$ cat src/rtl/irc_pkg.sv
package irc_pkg;

   typedef enum logic {
      CLS_INT = 1'b0,
      CLS_FP  = 1'b1
   } op_cls_e;

   function automatic bit is_pow2(input int v);
      return (v >= 2) && ((v & (v - 1)) == 0);
   endfunction

endpackage

$ cat src/rtl/irc_unit.sv
// Latency model of one execution unit: not pipelined, occupied for LAT cycles.
module irc_unit #(
   parameter int LAT    = 1,
   parameter int TAG_W  = 2,
   parameter int DATA_W = 16
) (
   input  logic              clk,
   input  logic              rst_n,
   input  logic              kill,
   input  logic              start,
   input  logic [TAG_W-1:0]  tag_in,
   input  logic [DATA_W-1:0] data_in,
   output logic              ready,
   output logic              res_vld,
   output logic [TAG_W-1:0]  res_tag,
   output logic [DATA_W-1:0] res_data
);

   if (LAT < 1) begin : g_bad_lat
      $error("irc_unit: LAT must be at least 1");
   end

   logic [TAG_W-1:0]  tag_q;
   logic [DATA_W-1:0] data_q;

   always_ff @(posedge clk) begin
      if (!rst_n) begin
         tag_q  <= '0;
         data_q <= '0;
      end else if (start) begin
         tag_q  <= tag_in;
         data_q <= data_in;
      end
   end

   assign res_tag  = tag_q;
   assign res_data = data_q;

   if (LAT == 1) begin : g_single
      logic vld_q;
      always_ff @(posedge clk) begin
         if (!rst_n) vld_q <= 1'b0;
         else        vld_q <= start & ~kill;
      end
      assign ready   = 1'b1;
      assign res_vld = vld_q;
   end else begin : g_multi
      localparam int CW = $clog2(LAT + 1);
      logic [CW-1:0] cnt_q;
      always_ff @(posedge clk) begin
         if (!rst_n)             cnt_q <= '0;
         else if (kill)          cnt_q <= '0;
         else if (start)         cnt_q <= CW'(LAT);
         else if (cnt_q != '0)   cnt_q <= cnt_q - 1'b1;
      end
      assign ready   = (cnt_q <= CW'(1));
      assign res_vld = (cnt_q == CW'(1));

      AST_BUSY_COUNT: assert property (@(posedge clk) disable iff (!rst_n)
         (cnt_q > CW'(1)) && !kill |=> cnt_q == $past(cnt_q) - 1'b1);
   end

   AST_START_WHEN_FREE: assert property (@(posedge clk) disable iff (!rst_n)
      start |-> ready);

endmodule

$ cat src/rtl/irc_cq.sv
// Completion queue: allocation at the tail, finish marks by slot tag, retire at head.
module irc_cq #(
   parameter int DEPTH  = 4,
   parameter int DST_W  = 5,
   parameter int DATA_W = 16,
   localparam int IDX_W = $clog2(DEPTH)
) (
   input  logic              clk,
   input  logic              rst_n,
   input  logic              flush,
   input  logic              alloc,
   input  logic [DST_W-1:0]  alloc_dst,
   input  logic              alloc_exc,
   output logic [IDX_W-1:0]  alloc_tag,
   output logic              full,
   input  logic              set_a,
   input  logic [IDX_W-1:0]  tag_a,
   input  logic [DATA_W-1:0] data_a,
   input  logic              set_b,
   input  logic [IDX_W-1:0]  tag_b,
   input  logic [DATA_W-1:0] data_b,
   input  logic              retire,
   output logic              head_vld,
   output logic              head_done,
   output logic              head_exc,
   output logic [DST_W-1:0]  head_dst,
   output logic [DATA_W-1:0] head_data
);

   localparam int PTR_W = IDX_W + 1;

   if (!irc_pkg::is_pow2(DEPTH)) begin : g_bad_depth
      $error("irc_cq: DEPTH must be a power of two, at least 2");
   end

   logic [PTR_W-1:0]  hd_q, tl_q;
   logic [PTR_W-1:0]  used;
   logic [DEPTH-1:0]  vld_q, done_q, exc_q;
   logic [DST_W-1:0]  dst_q  [DEPTH];
   logic [DATA_W-1:0] data_q [DEPTH];
   logic [IDX_W-1:0]  hd_idx, tl_idx;

   assign hd_idx    = hd_q[IDX_W-1:0];
   assign tl_idx    = tl_q[IDX_W-1:0];
   assign used      = tl_q - hd_q;
   assign full      = (used == PTR_W'(DEPTH));
   assign alloc_tag = tl_idx;

   always_ff @(posedge clk) begin
      if (!rst_n || flush) begin
         hd_q <= '0;
         tl_q <= '0;
      end else begin
         if (alloc)  tl_q <= tl_q + 1'b1;
         if (retire) hd_q <= hd_q + 1'b1;
      end
   end

   always_ff @(posedge clk) begin
      if (!rst_n || flush) begin
         vld_q  <= '0;
         done_q <= '0;
         exc_q  <= '0;
         for (int k = 0; k < DEPTH; k++) begin
            dst_q[k]  <= '0;
            data_q[k] <= '0;
         end
      end else begin
         for (int k = 0; k < DEPTH; k++) begin
            if (alloc && tl_idx == IDX_W'(k)) begin
               vld_q[k]  <= 1'b1;
               done_q[k] <= 1'b0;
               exc_q[k]  <= alloc_exc;
               dst_q[k]  <= alloc_dst;
            end else if (retire && hd_idx == IDX_W'(k)) begin
               vld_q[k]  <= 1'b0;
               done_q[k] <= 1'b0;
            end
            if (set_a && tag_a == IDX_W'(k)) begin
               done_q[k] <= 1'b1;
               data_q[k] <= data_a;
            end
            if (set_b && tag_b == IDX_W'(k)) begin
               done_q[k] <= 1'b1;
               data_q[k] <= data_b;
            end
         end
      end
   end

   assign head_vld  = vld_q[hd_idx];
   assign head_done = done_q[hd_idx];
   assign head_exc  = exc_q[hd_idx];
   assign head_dst  = dst_q[hd_idx];
   assign head_data = data_q[hd_idx];

   AST_NO_OVERFLOW: assert property (@(posedge clk) disable iff (!rst_n)
      used <= PTR_W'(DEPTH));
   AST_NO_ALLOC_FULL: assert property (@(posedge clk) disable iff (!rst_n)
      full |-> !alloc);
   AST_FINISH_LIVE_A: assert property (@(posedge clk) disable iff (!rst_n)
      set_a && !flush |-> vld_q[tag_a]);
   AST_FINISH_LIVE_B: assert property (@(posedge clk) disable iff (!rst_n)
      set_b && !flush |-> vld_q[tag_b]);
   AST_RETIRE_HEAD: assert property (@(posedge clk) disable iff (!rst_n)
      retire |-> head_vld && head_done);
   AST_FLUSH_EMPTIES: assert property (@(posedge clk) disable iff (!rst_n)
      flush |=> vld_q == '0);

endmodule

$ cat src/rtl/inord_retire_ctl.sv
module inord_retire_ctl #(
   parameter int DEPTH   = 4,
   parameter int DST_W   = 5,
   parameter int DATA_W  = 16,
   parameter int INT_LAT = 1,
   parameter int FP_LAT  = 3
) (
   input  logic              clk,
   input  logic              rst_n,
   input  logic              iq_valid,
   input  logic              iq_cls,
   input  logic [DST_W-1:0]  iq_dst,
   input  logic              iq_exc,
   input  logic [DATA_W-1:0] iq_data,
   output logic              iq_pop,
   output logic              int_issue,
   output logic              fp_issue,
   output logic              wb_valid,
   output logic [DST_W-1:0]  wb_dst,
   output logic [DATA_W-1:0] wb_data,
   output logic              exc_valid,
   output logic [DST_W-1:0]  exc_dst,
   output logic              flush
);

   import irc_pkg::*;

   localparam int IDX_W = $clog2(DEPTH);

   if (FP_LAT < INT_LAT || INT_LAT < 1) begin : g_bad_lat
      $error("inord_retire_ctl: need 1 <= INT_LAT <= FP_LAT");
   end

   logic              cq_full;
   logic [IDX_W-1:0]  slot;
   logic              int_rdy, fp_rdy, unit_rdy;
   logic              int_vld, fp_vld;
   logic [IDX_W-1:0]  int_tag, fp_tag;
   logic [DATA_W-1:0] int_res, fp_res;
   logic              hd_vld, hd_done, hd_exc;
   logic [DST_W-1:0]  hd_dst;
   logic [DATA_W-1:0] hd_data;
   logic              hd_ready;
   op_cls_e           cls;

   assign cls      = op_cls_e'(iq_cls);
   assign unit_rdy = (cls == CLS_FP) ? fp_rdy : int_rdy;
   assign hd_ready = hd_vld & hd_done;

   assign flush     = hd_ready & hd_exc;
   assign exc_valid = flush;
   assign exc_dst   = hd_dst;
   assign wb_valid  = hd_ready & ~hd_exc;
   assign wb_dst    = hd_dst;
   assign wb_data   = hd_data;

   assign iq_pop    = iq_valid & ~cq_full & unit_rdy & ~flush;
   assign int_issue = iq_pop & (cls == CLS_INT);
   assign fp_issue  = iq_pop & (cls == CLS_FP);

   irc_unit #(.LAT(INT_LAT), .TAG_W(IDX_W), .DATA_W(DATA_W)) u_int (
      .clk(clk), .rst_n(rst_n), .kill(flush), .start(int_issue),
      .tag_in(slot), .data_in(iq_data), .ready(int_rdy),
      .res_vld(int_vld), .res_tag(int_tag), .res_data(int_res)
   );

   irc_unit #(.LAT(FP_LAT), .TAG_W(IDX_W), .DATA_W(DATA_W)) u_fp (
      .clk(clk), .rst_n(rst_n), .kill(flush), .start(fp_issue),
      .tag_in(slot), .data_in(iq_data), .ready(fp_rdy),
      .res_vld(fp_vld), .res_tag(fp_tag), .res_data(fp_res)
   );

   irc_cq #(.DEPTH(DEPTH), .DST_W(DST_W), .DATA_W(DATA_W)) u_cq (
      .clk(clk), .rst_n(rst_n), .flush(flush),
      .alloc(iq_pop), .alloc_dst(iq_dst), .alloc_exc(iq_exc),
      .alloc_tag(slot), .full(cq_full),
      .set_a(int_vld), .tag_a(int_tag), .data_a(int_res),
      .set_b(fp_vld), .tag_b(fp_tag), .data_b(fp_res),
      .retire(hd_ready),
      .head_vld(hd_vld), .head_done(hd_done), .head_exc(hd_exc),
      .head_dst(hd_dst), .head_data(hd_data)
   );

   AST_WB_XOR_EXC: assert property (@(posedge clk) disable iff (!rst_n)
      !(wb_valid && exc_valid));
   AST_FLUSH_ONE_CYCLE: assert property (@(posedge clk) disable iff (!rst_n)
      flush |=> !flush);
   AST_NO_POP_ON_FLUSH: assert property (@(posedge clk) disable iff (!rst_n)
      flush |-> !iq_pop);
   AST_NO_WB_AFTER_FLUSH: assert property (@(posedge clk) disable iff (!rst_n)
      flush |=> !wb_valid);
   AST_ONE_ISSUE: assert property (@(posedge clk) disable iff (!rst_n)
      $countones({int_issue, fp_issue}) <= 1);
   AST_FP_SPACING: assert property (@(posedge clk) disable iff (!rst_n)
      fp_issue |=> !fp_issue);

endmodule

$ cat config.mk
export PLATFORM = sky130hd
export DESIGN_NAME = inord_retire_ctl
export DESIGN_NICKNAME = d
export VERILOG_FILES = /design/src/rtl/irc_pkg.sv /design/src/rtl/irc_unit.sv /design/src/rtl/irc_cq.sv /design/src/rtl/inord_retire_ctl.sv
export SDC_FILE = /design/constraint.sdc
export NUM_CORES = 1
export LEC_CHECK = 0
export BUFFER_PORTS_ARGS = -buffer_cell sky130_fd_sc_hd__buf_2
export CORE_MARGIN = 1.5
export CORE_UTILIZATION = 45
export CTS_CLUSTER_DIAMETER = 40
export DETAILED_ROUTE_END_ITERATION = 16
export GPL_TIMING_DRIVEN = 0
export MAX_ROUTING_LAYER = met4
export SYNTH_ARGS = -nofsm -noshare
export SYNTH_HDL_FRONTEND = slang
export SYNTH_SLANG_ARGS = --single-unit
$ cat constraint.sdc
create_clock -name clk -period 3.3 [get_ports clk]
set_clock_uncertainty 0.2 [all_clocks]
set_input_delay 0.33 -clock clk [delete_from_list [all_inputs] [get_ports clk]]
set_output_delay 0.33 -clock clk [all_outputs]
set_load 0.005 [all_outputs]
==> results list <==
- Global-route wire length before repair: 27,810 um
- Post-CTS timing repair inserted 0 buffers for setup.
- Signal routing reaches up to met4.
- Detailed routing placed a total of 1261 um of wire on met3.
- Final antenna diode count: 0
- The worst path uses 92.20% of the clock period.
- STA classifies the critical path startpoint as a register.
- Number of rows in the core area: 44
- Hold path startpoint: iq_exc
- In the layout the commonest cells are 84 x edfxtp_1, 81 x nand2_1, 67 x buf_2, 67 x a21oi_1, 59 x dfxtp_1.
- CTS tree: yes
* Initial antenna violation count: 0
* Clock insertion delay at the later pin of the skew report: 0.43 ns
- Total Negative Setup Slacks: 0 ns
- The tightest hold path in the finished design has a slack of 0.03309 ns.
- Measured along the x axis, the die boundary spans 125.0 um.
- Syn_nets: 624
* Final standard cell area without fillers: 7988 um2
* Final worst path period need: 3.043 ns
- After clock tree synthesis, the clock-pin slew on the worst setup and hold paths is 0.06 ns.
- # setup viols final: 0
- Critical Path Sink Type: primary output
- For this block, the via count after detailed routing is 5,039.
- Setup repair after global routing left no endpoint under its margin.
- The tree is rooted in a clkbuf_16.
- Detailed routing placed a total of 8185 um of wire on met2.
* Data arrival time at the worst-slack endpoint: 2.51 ns
- Relative to the synthesized area, the layout overhead comes to 19.33%.
* HPWL after DPL: 12,250 um
- Detailed Route WL: 17,450 um
- In this run, synthesis produced a sequential element count of 143.
* Final nets: 715
- Number of global-route vias before repair: 5,101
- Cells after Synth: 586
* Power after layout: 5211 uW
* Number of enable flip-flop cells after synthesis: 84
- After detailed routing, the average wire length per cell comes to 19.97 um.
* Leading cell type in the layout, fill and taps excluded: edfxtp_1
* Worst setup path class: register to primary output
* Area inside the core boundary: 14,530 um2
- Worst hold path stage count: 3
- Minimum setup slack among reg-to-reg paths: 0.26 ns
- For this design the top-level I/O count stands at 58.
- Dividing the detail-routed via count by the number of cells gives 5.765.
- Worst R2R Path Depth: 4
- The first detailed-routing pass ran for 5 iterations.
- Number of fillers in the final layout: 1,325
- Warning count from the yosys run: 0
- In this run the worst path has a maximum fanout of 10.
- In this run, distinct cell masters in the synthesized netlist total 47.
- M1 wire length: 7780 um
- The die is 125.0 um tall.
* Die area: 15,620 um2
- VDD sags by at most 0.4088 mV.
* Leading register cell type out of synthesis: edfxtp_1
- At the end of routability-driven placement, the weighted congestion stood at 0.8971.
- For this run, asynchronously set or reset flops after synthesis account for 0%.
- The final number of hold-violating endpoints is 0.
* Starting density of the core: 46.06%
- For this design the ratio of total power to cell area is 652.4 nW/um2.
* Post-route antenna net violation count: 0
- Run status: finished, final reports clean
- Worst min-delay path endpoint: u_cq.exc_q[1]$_SDFFE_PP0P_
- The clock passes through at most 2 buffers.
- The final max-slew violation count was 0.
* Total CTS buffers: 17
* RR Endpoint: u_cq.data_q[2][1]$_SDFFCE_PN0P_
- Share of the yosys chip area belonging to registers: 55.33%
* Path class of the lowest-slack min-delay path: input pin to register
* Number of buffers added on ports: 56
- Across the run, the number of max-cap violations was 0.
- In this run the mean area of a mapped cell was 11.42 um2.
* Count of unresolved DRC violations after routing: 0
- Headroom to the max-slew limit came out at 9.436%.
* Critical path required time: 2.77 ns
* Pin count of the biggest net entering global routing: 17
- The tree built by TritonCTS fans out to 143 sinks.
- For this run, the total global-route usage over all layers was measured as 24.00%.
* Origin of the critical flop-to-flop path: u_cq.hd_q[0]$_SDFFE_PP0P_
* CTS H-tree lvls: 4
* Total standard cell area after synthesis: 6694 um2
* Overall overflow remaining after global route: 0
- Once layout is complete, the utilization of the core stands at 54.96%.
- Maximum clock frequency: 328.7 MHz
- Of the cells placed in the final design, the portion with a size suffix greater than 1 is 26.38%.
- Initial drt markers: 557
* P_leak: 0.002958 uW
- Worst Tran Pin Value: 1.356 ns
- DP Area: 7204 um2
state kept, by name (all words and copies together), names as in the netlist, named ones only:
signal              flops
u_fp.res_tag            2
u_cq.tl_q               3
u_fp.res_data          16
u_int.res_tag           2
u_cq.dst_q             20
u_fp.g_multi.cnt_q      2
u_cq.done_q             4
u_int.res_vld           1
u_cq.data_q            64
u_cq.vld_q              4
u_cq.exc_q              4
u_int.res_data         16
u_cq.hd_q               3
cell type report:
| type | instances | area, um2 | share of cell area [%] |
|---|---|---|---|
| Clock buffer | 17 | 425.4 | 5.326 |
| Buffer | 43 | 226.5 | 2.835 |
| Timing Repair Buffer | 72 | 440.4 | 5.514 |
| Tap cell | 184 | 230.2 | 2.882 |
| Sequential cell | 143 | 3704 | 46.37 |
| Clock inverter | 15 | 187.7 | 2.350 |
| Inverter | 14 | 56.30 | 0.7049 |
| Multi-Input combinational cell | 386 | 2718 | 34.02 |
through the flow:
step                      cells  setup slack [ns]
after floorplan             586            0.7681
after global placement      826        -0.0005913
after detailed placement    826          -0.04786
after CTS                   874           0.08978
after global routing        874            0.1145
final                       874            0.2574
cell usage after synthesis, types with 2 or more instances:
master,number,area share (%)
buf_4,7,0.79
or2_2,2,0.19
clkbuf_1,19,1.1
buf_6,3,0.50
nor3_1,2,0.15
nand3_1,39,2.9
nor2_1,32,1.8
dfxtp_1,59,18
nor3b_1,2,0.22
o221a_2,25,4.2
clkbuf_2,2,0.15
a21oi_1,67,5.0
mux2i_1,5,0.75
mux4_2,25,8.4
o211ai_1,2,0.22
a41o_1,3,0.45
buf_2,11,0.82
a31oi_1,2,0.19
edfxtp_1,84,38
o21ai_0,40,3.0
nand2_2,3,0.28
ha_1,12,2.2
a22o_1,16,2.1
nor2_2,5,0.47
xor2_1,3,0.39
and2_1,5,0.47
inv_1,10,0.56
nand2_1,81,4.5
xnor2_1,2,0.26
power by group:
group	internal, uW	switching, uW
Combinational	406	592
Clock	1200	787
Sequential	2100	126
how the worst max path moves through the flow:
stage / startpoint / to / slack [ns]
after floorplan: u_cq.hd_q[1]$_SDFFE_PP0P_ / u_cq.data_q[3][0]$_DFFE_PP_ / 0.77
after global placement: u_cq.hd_q[0]$_SDFFE_PP0P_ / u_cq.data_q[3][10]$_DFFE_PP_ / -0.0006
after detailed placement: u_cq.hd_q[0]$_SDFFE_PP0P_ / u_cq.data_q[3][10]$_DFFE_PP_ / -0.05
after CTS: u_fp.g_multi.cnt_q[1]$_SDFFE_PP0P_ / u_cq.data_q[0][14]$_SDFFCE_PN0P_ / 0.09
after global routing: u_cq.hd_q[0]$_SDFFE_PP0P_ / u_cq.data_q[2][10]$_SDFFCE_PN0P_ / 0.11
final: u_cq.hd_q[0]$_SDFFE_PP0P_ / fp_issue / 0.26
routing by layer:
layer | track usage, % | vias to the layer above
met4 | 7.687 | 0
met5 | - | -
met3 | 4.493 | 22
li1 | - | 2383
met1 | 32.91 | 2441
met2 | 36.42 | 193
worst max-delay path: stages, from the launching register on:
cell      delay, ns
dfxtp_1        0.54
mux4_2         0.64
clkinv_2       0.14
o221ai_4       0.17
inv_4          0.14
buf_6          0.16
nand2_1        0.11
inv_1          0.08
buf_2          0.10
timing repair:
| item | CTS | global route |
|---|---|---|
| setup endpoints to repair | 16 | 16 |
| gates resized for setup | 1 | 1 |
| endpoints found under the hold margin | 32 | 0 |
| hold buffers | 16 | 0 |
cells by family (layout without fill, tap and decap cells):
kind of cell | count (synthesis) | in the layout | share of synthesized area [%]
simple gates | 177 | 177 | 11.87
compound gates | 161 | 161 | 16.36
flops | 143 | 143 | 55.33
buf+inv | 57 | 161 | 4.224
mux | 31 | 31 | 9.327
fa+ha+maj | 12 | 12 | 2.243
xor+xnor | 5 | 5 | 0.6543
Note: power is estimated with default switching activity, not from simulation.
